File: src/rtl/pwmcap_pkg.sv
// Package: register word addresses and the repeat-code decode shared by
// the timer blocks. Assumes a 3-bit word address on the register port.
package pwmcap_pkg;
    localparam logic [2:0] ADR_CTRL  = 3'd0;
    localparam logic [2:0] ADR_IEN   = 3'd1;
    localparam logic [2:0] ADR_FLAGS = 3'd2;
    localparam logic [2:0] ADR_OCC   = 3'd3;
    localparam logic [2:0] ADR_COUNT = 3'd4;
    localparam logic [2:0] ADR_END   = 3'd5;
    localparam logic [2:0] ADR_DATA  = 3'd6;

    localparam int NFLAGS = 5;

    // Last repeat index for a 2-bit repeat code (1/4/8/16 periods).
    function automatic logic [3:0] rep_limit(input logic [1:0] code);
        case (code)
            2'd0:    return 4'd0;
            2'd1:    return 4'd3;
            2'd2:    return 4'd7;
            default: return 4'd15;
        endcase
    endfunction
endpackage

File: src/rtl/pwmcap_fifo.sv
// Queue of DEPTH words shared by both timer modes. Pushes into a full
// queue and pops from an empty one are ignored. Assumes DEPTH is a power
// of two and at least 2. Head data is shown without a register stage.
module pwmcap_fifo #(
    parameter int W     = 26,
    parameter int DEPTH = 8,
    localparam int AW   = $clog2(DEPTH),
    localparam int CW   = $clog2(DEPTH + 1)
) (
    input  logic          clk,
    input  logic          rst_n,
    input  logic          clr,
    input  logic          push,
    input  logic [W-1:0]  din,
    input  logic          pop,
    output logic [W-1:0]  dout,
    output logic [CW-1:0] count,
    output logic          full,
    output logic          empty
);
    logic [W-1:0]  mem [DEPTH];
    logic [AW-1:0] wr_ptr, rd_ptr;
    logic          do_push, do_pop;

    assign full    = (count == CW'(DEPTH));
    assign empty   = (count == '0);
    assign do_push = push & ~full;
    assign do_pop  = pop & ~empty;
    assign dout    = mem[rd_ptr];

    // Storage write; contents need no reset.
    always_ff @(posedge clk) begin
        if (do_push) mem[wr_ptr] <= din;
    end

    // Pointer and occupancy tracking.
    always_ff @(posedge clk) begin
        if (!rst_n || clr) begin
            wr_ptr <= '0;
            rd_ptr <= '0;
            count  <= '0;
        end else begin
            if (do_push) wr_ptr <= wr_ptr + 1'b1;
            if (do_pop)  rd_ptr <= rd_ptr + 1'b1;
            count <= count + CW'(do_push) - CW'(do_pop);
        end
    end
endmodule

File: src/rtl/pwmcap_edge.sv
// Brings the asynchronous capture pin into the clock domain with two
// flops and flags single-cycle rising and falling edges one stage later.
module pwmcap_edge (
    input  logic clk,
    input  logic rst_n,
    input  logic pin,
    output logic rise,
    output logic fall
);
    logic [2:0] sh;

    // Synchroniser plus one history stage.
    always_ff @(posedge clk) begin
        if (!rst_n) sh <= '0;
        else        sh <= {sh[1:0], pin};
    end

    assign rise = sh[1] & ~sh[2];
    assign fall = ~sh[1] & sh[2];
endmodule

File: src/rtl/pwmcap_core.sv
// Counter engine for both modes. Waveform mode: counts period, tracks
// repeats, pulls duty values. Capture mode: qualifies edges, emits the
// interval (count + 1) and restarts. Assumes the queue head is valid
// whenever fifo_empty is low.
module pwmcap_core #(
    parameter int W = 26
) (
    input  logic         clk,
    input  logic         rst_n,
    input  logic         clr,
    input  logic         en,
    input  logic         cap_mode,
    input  logic [1:0]   sel,
    input  logic [W-1:0] cnt_end,
    input  logic [W-1:0] head,
    input  logic         fifo_empty,
    input  logic         cap_in,
    output logic [W-1:0] cnt,
    output logic         pwm_active,
    output logic         push,
    output logic [W-1:0] push_data,
    output logic         pop,
    output logic         ev_cycle,
    output logic         ev_data
);
    import pwmcap_pkg::*;

    logic         rise, fall, qual, wrap, group_end;
    logic [W:0]   nxt;
    logic [W-1:0] duty;
    logic [3:0]   rep;

    pwmcap_edge u_edge (
        .clk  (clk),
        .rst_n(rst_n),
        .pin  (cap_in),
        .rise (rise),
        .fall (fall)
    );

    assign nxt       = {1'b0, cnt} + 1'b1;
    assign wrap      = (nxt >= {1'b0, cnt_end});
    assign group_end = (rep == rep_limit(sel));

    // Edge qualification by selected edge setting.
    always_comb begin
        case (sel)
            2'd1:    qual = rise | fall;
            2'd2:    qual = fall;
            2'd3:    qual = rise;
            default: qual = 1'b0;
        endcase
    end

    // Event and queue strobes for the current cycle.
    always_comb begin
        push       = en & cap_mode & qual;
        push_data  = nxt[W-1:0];
        pop        = en & ~cap_mode & wrap & group_end & ~fifo_empty;
        ev_cycle   = en & wrap & ~(cap_mode & qual);
        ev_data    = cap_mode ? push : pop;
        pwm_active = (cnt < duty);
    end

    // Main counter: restarts on wrap or qualifying edge.
    always_ff @(posedge clk) begin
        if (!rst_n || clr)            cnt <= '0;
        else if (en) begin
            if ((cap_mode & qual) | wrap) cnt <= '0;
            else                          cnt <= nxt[W-1:0];
        end
    end

    // Repeat tracking and duty reload at group end.
    always_ff @(posedge clk) begin
        if (!rst_n || clr) begin
            rep  <= '0;
            duty <= '0;
        end else if (en && !cap_mode && wrap) begin
            if (group_end) begin
                rep <= '0;
                if (!fifo_empty) duty <= head;
            end else begin
                rep <= rep + 1'b1;
            end
        end
    end
endmodule

File: src/rtl/pwmcap_timer.sv
// Top of the timer: register port, flag logic and routing of queue
// traffic between bus and engine by mode. Reads are combinational; a
// read strobe at the data address pops the queue in capture mode only.
module pwmcap_timer #(
    parameter int W     = 26,
    parameter int DEPTH = 8,
    localparam int CW   = $clog2(DEPTH + 1)
) (
    input  logic        clk,
    input  logic        rst_n,
    input  logic        reg_we,
    input  logic        reg_re,
    input  logic [2:0]  reg_addr,
    input  logic [31:0] reg_wdata,
    output logic [31:0] reg_rdata,
    input  logic        cap_in,
    output logic        pwm_out,
    output logic        irq
);
    import pwmcap_pkg::*;

    localparam logic [CW-1:0] HALF = CW'(DEPTH / 2);

    logic [7:0]        ctrl;
    logic [NFLAGS-1:0] ien, flags, fset, fclr;
    logic [W-1:0]      cnt_end, cnt, head, core_data, fifo_din;
    logic [CW-1:0]     occ;
    logic              clr, cap_mode, en, full, empty, half;
    logic              bus_push, bus_pop, core_push, core_pop;
    logic              fifo_push, fifo_pop, ev_cycle, ev_data, active;

    assign cap_mode = ctrl[0];
    assign en       = ctrl[2];
    assign clr      = reg_we && (reg_addr == ADR_CTRL) && reg_wdata[1];
    assign bus_push = reg_we && (reg_addr == ADR_DATA) && !cap_mode;
    assign bus_pop  = reg_re && (reg_addr == ADR_DATA) && cap_mode;

    assign fifo_push = cap_mode ? core_push : bus_push;
    assign fifo_din  = cap_mode ? core_data : reg_wdata[W-1:0];
    assign fifo_pop  = cap_mode ? bus_pop : core_pop;
    assign half      = cap_mode ? (occ >= HALF) : (occ < HALF);

    pwmcap_fifo #(.W(W), .DEPTH(DEPTH)) u_fifo (
        .clk  (clk),
        .rst_n(rst_n),
        .clr  (clr),
        .push (fifo_push),
        .din  (fifo_din),
        .pop  (fifo_pop),
        .dout (head),
        .count(occ),
        .full (full),
        .empty(empty)
    );

    pwmcap_core #(.W(W)) u_core (
        .clk       (clk),
        .rst_n     (rst_n),
        .clr       (clr),
        .en        (en),
        .cap_mode  (cap_mode),
        .sel       (ctrl[7:6]),
        .cnt_end   (cnt_end),
        .head      (head),
        .fifo_empty(empty),
        .cap_in    (cap_in),
        .cnt       (cnt),
        .pwm_active(active),
        .push      (core_push),
        .push_data (core_data),
        .pop       (core_pop),
        .ev_cycle  (ev_cycle),
        .ev_data   (ev_data)
    );

    // Control, enable and period registers.
    always_ff @(posedge clk) begin
        if (!rst_n) begin
            ctrl    <= '0;
            ien     <= '0;
            cnt_end <= '0;
        end else if (reg_we) begin
            case (reg_addr)
                ADR_CTRL: ctrl    <= reg_wdata[7:0] & 8'hFD;
                ADR_IEN:  ien     <= reg_wdata[NFLAGS-1:0];
                ADR_END:  cnt_end <= reg_wdata[W-1:0];
                default:  ;
            endcase
        end
    end

    // Flag set sources and write-one-to-clear mask.
    always_comb begin
        fset = {fifo_push & full, 1'b0, half & en, ev_data, ev_cycle};
        fclr = (reg_we && reg_addr == ADR_FLAGS) ? reg_wdata[NFLAGS-1:0] : '0;
    end

    // Sticky flags; a new event wins over a clear in the same cycle.
    always_ff @(posedge clk) begin
        if (!rst_n || clr) flags <= '0;
        else               flags <= (flags & ~fclr) | fset;
    end

    // Pins.
    assign pwm_out = ctrl[3] & ~cap_mode & (active ^ ctrl[4]);
    assign irq     = |(flags & ien);

    // Read data mux.
    always_comb begin
        case (reg_addr)
            ADR_CTRL:  reg_rdata = 32'(ctrl);
            ADR_IEN:   reg_rdata = 32'(ien);
            ADR_FLAGS: reg_rdata = 32'(flags);
            ADR_OCC:   reg_rdata = 32'(occ);
            ADR_COUNT: reg_rdata = 32'(cnt);
            ADR_END:   reg_rdata = 32'(cnt_end);
            ADR_DATA:  reg_rdata = 32'(head);
            default:   reg_rdata = '0;
        endcase
    end
endmodule

File: config.mk
export PLATFORM = sky130hd
export DESIGN_NAME = pwmcap_timer
export DESIGN_NICKNAME = d
export VERILOG_FILES = /design/src/rtl/pwmcap_pkg.sv /design/src/rtl/pwmcap_fifo.sv /design/src/rtl/pwmcap_edge.sv /design/src/rtl/pwmcap_core.sv /design/src/rtl/pwmcap_timer.sv
export SDC_FILE = /design/constraint.sdc
export NUM_CORES = 1
export LEC_CHECK = 0
export CAP_MARGIN = 20
export CORE_MARGIN = 2
export CORE_UTILIZATION = 60
export CTS_BUF_LIST = sky130_fd_sc_hd__clkbuf_4
export DETAILED_ROUTE_END_ITERATION = 10
export PLACE_DENSITY = 0.79
export SYNTH_ARGS = -nofsm -noshare
export SYNTH_HDL_FRONTEND = slang
export SYNTH_SLANG_ARGS = --single-unit
File: constraint.sdc
create_clock -name clk -period 6.5 [get_ports clk]
set_input_delay 1.3 -clock clk [delete_from_list [all_inputs] [get_ports clk]]
set_output_delay 1.3 -clock clk [all_outputs]
set_load 0.02 [all_outputs]
==> results of run 1 <==
-- registers in the layout (all words and copies together), names as in the netlist, 5 cells and up, named ones only --
signal       count
u_core.duty     26
u_core.cnt      26
u_fifo.mem     208
cnt_end         26
ctrl             7
ien              5
flags            5
-- power by group --
| group | total (mW) | internal [mW] | switching [mW] |
|---|---|---|---|
| registers | 2.23 | 2.20 | 0.0256 |
| logic | 0.257 | 0.0940 | 0.163 |
| clock network | 1.67 | 0.837 | 0.830 |
| total | 4.15 | 3.13 | 1.02 |
-- cells in the mapped netlist (27+ instances only) --
| master | n | share of area |
|---|---|---|
| mux4_2 | 53 | 0.078 |
| nor2_1 | 165 | 0.040 |
| dfxtp_1 | 115 | 0.15 |
| edfxtp_1 | 208 | 0.41 |
| a21boi_0 | 33 | 0.016 |
| a211oi_1 | 46 | 0.022 |
| clkbuf_1 | 51 | 0.012 |
| nand2_1 | 123 | 0.030 |
| inv_1 | 69 | 0.017 |
| mux2i_1 | 42 | 0.027 |
| ha_1 | 64 | 0.052 |
| and2_1 | 27 | 0.011 |
| a21oi_1 | 46 | 0.015 |
-- final cells by class --
type,instances,area [sq um]
flip-flops and latches,323,8550
repair buffers,84,823
fillers,1765,7830
clock buffers,116,871
multi-input cells,840,6280
inverters,70,263
clock inverters,27,149
well taps,330,413
diodes,1,2.50
-- kinds of logic after synthesis --
| logic type | count (synthesis) | synth area share |
|---|---|---|
| flops | 323 | 0.556 |
| compound gates | 223 | 0.0993 |
| fa+ha+maj | 65 | 0.0534 |
| other cells | 1 | 0.000244 |
| buf+inv | 147 | 0.0385 |
| xor+xnor | 21 | 0.0134 |
| mux | 101 | 0.109 |
| simple gates | 424 | 0.129 |
-- metrics by stage --
stage	utilization	area, sq um	worst slack (ns)	std cells	power [mW]
3_5_place_dp	0.647	16300	1.58	1645	2.52
5_1_grt	0.689	17400	1.07	1791	4.31
3_3_place_gp	0.647	16300	1.61	1645	2.52
2_1_floorplan	-	15400	1.51	1310	2.41
6_report	0.689	17400	1.26	1791	4.15
4_1_cts	0.687	17300	1.20	1788	4.19
-- worst paths after layout --
kind | endpoint | slack, ns | depth (start not counted)
setup / recovery | reg_rdata[5] | 1.26 | 6
hold / removal | u_core.duty[19]$_SDFFE_PP0P_ | 0.46 | 2
setup reg to reg | u_fifo.count[1]$_SDFF_PP0_ | 1.53 | 17
hold reg to reg | u_core.duty[19]$_SDFFE_PP0P_ | 0.46 | 2
-- routing by layer --
layer,wire length (microns),vias to the layer above,global-route usage,share of wire
li1,-,4998,-,-
met5,0,-,0,0
met3,3870,80,0.0568,0.10
met4,1070,0,0.120,0.029
met2,16900,564,0.438,0.46
met1,15100,5222,0.396,0.41
-- worst register-to-register path: cells and delay by family (launching register included) --
kind                       cells  cell delay, ns
AOI/OAI and AO/OA              3            1.05
buffers and inverters          1            0.07
DFF                            1            0.47
and+or+nand+nor                8            1.95
adders and majority gates      4            1.20
xor gates and xnor gates       1            0.12
==> impl_metrics.yaml, run 1 <==
min_path:
  min-delay-start: "u_core.duty[19]$_SDFFE_PP0P_"
  hp-class: "flop to flop"
yosys:
  synth_flop_cell: "edfxtp_1"
  synth_edf_count: 208
  syn_avg_cell_area_sq_um: 11.8
  yosysWarnings: 0
  netlist_area_sq_um: 15400
  yosysSeqAreaShare: 0.556
  ys_ff_latch: 323
  netlist_instances: 1305
  synth-async-reset-ratio: 0
  yosysUniqueCellTypes: 69
timing:
  clock.fmax_ghz: 0.191
  worst_slew_pin_slew_ns: 1.19
  min_period_ns: 5.24
  final-hold-violation-count: 0
  setup_violations: 0
  skew_ns: 0.0413
  rsz0062_at_grt: "no"
  fin_crit_sh: 0.807
  relSlewSlack: 0.204
  hold_ws_ns: 0.460
  final-max-slew-violation-count: 0
  tns_ns: 0
floorplan:
  die_h_microns: 164
  dieArea_sq_um: 26900
  start_util: 0.610
  io_pins: 74
  die_x_microns: 164
  rows: 58
  core_sq_um: 25200
cts:
  cts_max_level: 3
  holdBufCountCts: 0
  cts_tree: "yes"
  clkTransAtPathRegs_ns: 0.06
  cts_root_buf: "clkbuf_4"
  cts_buffers: 83
  clkLatencyLatePin_ns: 0.75
  cts_setup_buffers: 0
  cts_resized: 0
  cts_sinks: 323
  cts.path.max_buffers: 3
global_routing:
  antenna_found_initial: 1
  grt_pass1_vias: 10600
  grt_pass1_wl_mm: 56.9
  grt_usage: 0.284
  grt_start_max_net_pins: 52
  grt_overflow_total: 0
placed_design:
  place.gp.congestion: 0.927
  hpwl_mm: 24.3
  port_buffers: 61
routing:
  vias: 10900
  drtIter0Drc: 1202
  drcViolationCount: 0
  drt_wl_total_mm: 36.9
  avgRoutedWirePerCell_microns: 20.6
  vias_per_cell: 6.07
  first_pass_iters: 6
  ant_nets: 0
power_and_ir_drop:
  p_leak_nw: 6.09
  ir_drop_uv: 148
  power.density_nw_per_um2: 239
worst_setup_path:
  r2r-start: "u_core.cnt[2]$_SDFFE_PP0P_"
  cp_num_buf_inv: 2
  cp_max_fo: 45
  cp_top_family: "multiplexers"
  cp_slowest_cell: "dfxtp_4"
  critPathRequiredTime_ns: 5.20
  crit_path_cell_trace: "buf_4, mux4_2, mux2i_1, o22a_1, o21ai_0, clkdlybuf4s50_1"
  crit_type: "flop to output pin"
  max_stage_delay_ns: 0.93
  endpoint_kind: "output pin"
  cp.arrival_ns: 3.94
  startpoint_type: "flop"
final_layout:
  nets: 1507
  layout-drive-gt1-share: 0.169
  final_common_cell: "edfxtp_1"
  final_cell_mix: "208 x edfxtp_1, 163 x nor2_1, 122 x nand2_1, 116 x clkbuf_4, 112 x dfxtp_1"
  area.growth.synth_to_final_pct: 13.0
status:
  status: "finished clean"
job:
  maxCapViolCount: 0
No activity file was read; power rests on OpenSTA's default activity.
==> run 2: changes to the inputs <==
Settings changed: CORE_UTILIZATION 60 to 57.
Clock period 6.5 ns to 4.21 ns, I/O delays scaled along.
==> run 2 against run 1 <==
  * The flow now finishes with violations (setup timing)
  * Critical path depth increased by 11
  * Sequential cell count stayed put
  * Count of clock-buffer cells in the layout grew 3
  * Final cell count rose by 4.0%
  * Clock skew up 0.015 ns
  * Register-to-register slack got worse by 1.6 ns
  * Global-route usage down 0.14 points
  * Total power grew 59%
  * Worst hold slack got worse by 0.021 ns
  * Utilization shrank 0.82 points
==> impl_metrics.yaml, run 2 (synthesized netlist as in run 1, its figures left out) <==
final_layout:
  area.growth.synth_to_final_pct: 18.5
  fin_cells: 1862
  layout-drive-gt1-share: 0.226
  final_util: 0.681
  largest_reg_flops: 208
  final_common_cell: "edfxtp_1"
  largest-register: "u_fifo.mem"
  fin_area_sq_um: 18200
  final_cell_mix: "208 x edfxtp_1, 162 x nor2_1, 120 x nand2_1, 119 x clkbuf_4, 105 x dfxtp_1"
  nets: 1561
placed_design:
  port_buffers: 61
  place.gp.congestion: 0.954
  post-place-ws_ns: 0.0324
  placed_cell_area_sq_um: 16800
  hpwl_mm: 25.9
  dp_cells: 1705
timing:
  rsz0062_at_grt: "yes"
  setup_violations: 1
  min_period_ns: 4.26
  final-max-slew-violation-count: 0
  fin_crit_sh: 1.01
  clock.fmax_ghz: 0.235
  final-hold-violation-count: 0
  worst_slew_pin_slew_ns: 1.03
  setup_ws_ns: -0.0534
  tns_ns: -0.0534
  skew_ns: 0.0559
  relSlewSlack: 0.305
cts:
  cts.path.max_buffers: 3
  clkTransAtPathRegs_ns: 0.07
  holdBufCountCts: 0
  cts_buffers: 84
  cts_max_level: 3
  clkLatencyLatePin_ns: 0.73
  cts_sinks: 323
  cts_tree: "yes"
  cts_root_buf: "clkbuf_4"
power_and_ir_drop:
  power.density_nw_per_um2: 363
  ir_drop_uv: 214
  p_leak_nw: 6.45
  comb_power_share: 0.066
  switching_share: 0.243
  p_sw_mw: 1.61
  seq_power_share: 0.518
  p_clk_frac: 0.416
  intPower_mw: 5.00
min_path:
  min-delay-start: "u_core.u_edge.sh[0]$_SDFF_PN0_"
  hp-class: "flop to flop"
global_routing:
  antenna_found_initial: 1
  grt_start_max_net_pins: 46
  grt_overflow_total: 0
  grt_usage: 0.282
  grt_pass1_wl_mm: 60.9
  grt_pass1_vias: 11000
status:
  status: "finished with violations"
  violations: "setup timing"
worst_setup_path:
  endpoint_kind: "flop"
  cp_max_fo: 5
  critPathRequiredTime_ns: 4.84
  crit_type: "flop to flop"
  startpoint_type: "flop"
  r2r-start: "u_core.cnt[3]$_SDFFE_PP0P_"
  crit_start: "u_core.cnt[3]$_SDFFE_PP0P_"
  cp.arrival_ns: 4.89
routing:
  wl_met1_mm: 16.0
  drcViolationCount: 0
  ant_nets: 0
  drt_wl_total_mm: 39.4
  wl_met2_mm: 18.6
  wl_met3_mm: 3.65
  vias: 11300
  vias_per_cell: 6.06
  avgRoutedWirePerCell_microns: 21.2
  drtIter0Drc: 1336
  first_pass_iters: 7
  maxUsedRoutingLayer: "met4"
floorplan:
  die_h_microns: 168
  dieArea_sq_um: 28300
  core_sq_um: 26700
  die_x_microns: 168
  io_pins: 74
  rows: 60
  start_util: 0.575
job:
  maxCapViolCount: 0
==> run 2: cell types whose count changed in the layout (fill, tap and decap cells not counted), moves of 5 or more <==
cell | before | now
mux2i_2 | 0 | 8
buf_4 | 20 | 63
dfxtp_2 | 2 | 7
dfxtp_1 | 112 | 105
buf_12 | 2 | 11
mux2i_1 | 42 | 34
==> run 2: what timing repair did <==
action / 4_1_cts / 5_1_grt
gates cloned: 1 / 0
setup buffers: 0 / 5
pin swaps: 1 / 14
endpoints found under the setup margin: 9 / 9
gates resized for setup: 10 / 34
==> run 2: worst paths after layout <==
kind                                    endpoint  slack [ns]  cells past startpoint
hold reg to reg   u_core.u_edge.sh[1]$_SDFF_PN0_        0.44                      1
hold / removal    u_core.u_edge.sh[1]$_SDFF_PN0_        0.44                      1
setup reg to reg      u_fifo.count[1]$_SDFF_PP0_       -0.05                     17
setup / recovery      u_fifo.count[1]$_SDFF_PP0_       -0.05                     17
==> run 2: cell type report <==
type,count,area [sq um]
timing repair buffer,137,1360
inverter,70,263
sequential,323,8570
clock buffer,119,893
multi-input combinational,840,6480
antenna,1,2.50
tap,341,427
fill,1882,8530
clock inverter,31,201
==> run 2: metrics by stage <==
stage / power [mW] / hold slack, ns
floorplan: 3.73 / 0.412
global placement: 3.90 / 0.427
detailed placement: 3.91 / 0.430
CTS: 6.66 / 0.444
global route: 6.87 / 0.458
finish: 6.61 / 0.438
==> run 2: layer usage <==
layer,vias to the layer above,track usage
li1,5119,-
met1,5448,0.391
met2,624,0.450
met3,92,0.0487
met4,0,0.109
met5,-,0
==> run 2: worst max-delay path: stages (launching register included) <==
cell,delay [ns]
dfxtp_4,0.37
nand2_2,0.06
or3_4,0.40
or4_4,0.63
nor3_4,0.24
xor2_2,0.23
ha_4,0.25
a21oi_2,0.14
a21boi_2,0.10
o31ai_2,0.24
a21oi_2,0.08
o21ai_2,0.16
nand2_2,0.10
ha_4,0.27
inv_2,0.04
ha_4,0.15
fa_2,0.53
and3_4,0.17
==> run 2: power by group through the flow <==
| stage | Clock (mW) | Combinational [mW] | Sequential, mW |
|---|---|---|---|
| 2_1_floorplan | 0 | 0.250 | 3.48 |
| 3_3_place_gp | 0 | 0.406 | 3.49 |
| 3_5_place_dp | 0 | 0.417 | 3.50 |
| 4_1_cts | 2.81 | 0.422 | 3.43 |
| 5_1_grt | 2.98 | 0.467 | 3.43 |
| 6_report | 2.75 | 0.438 | 3.43 |
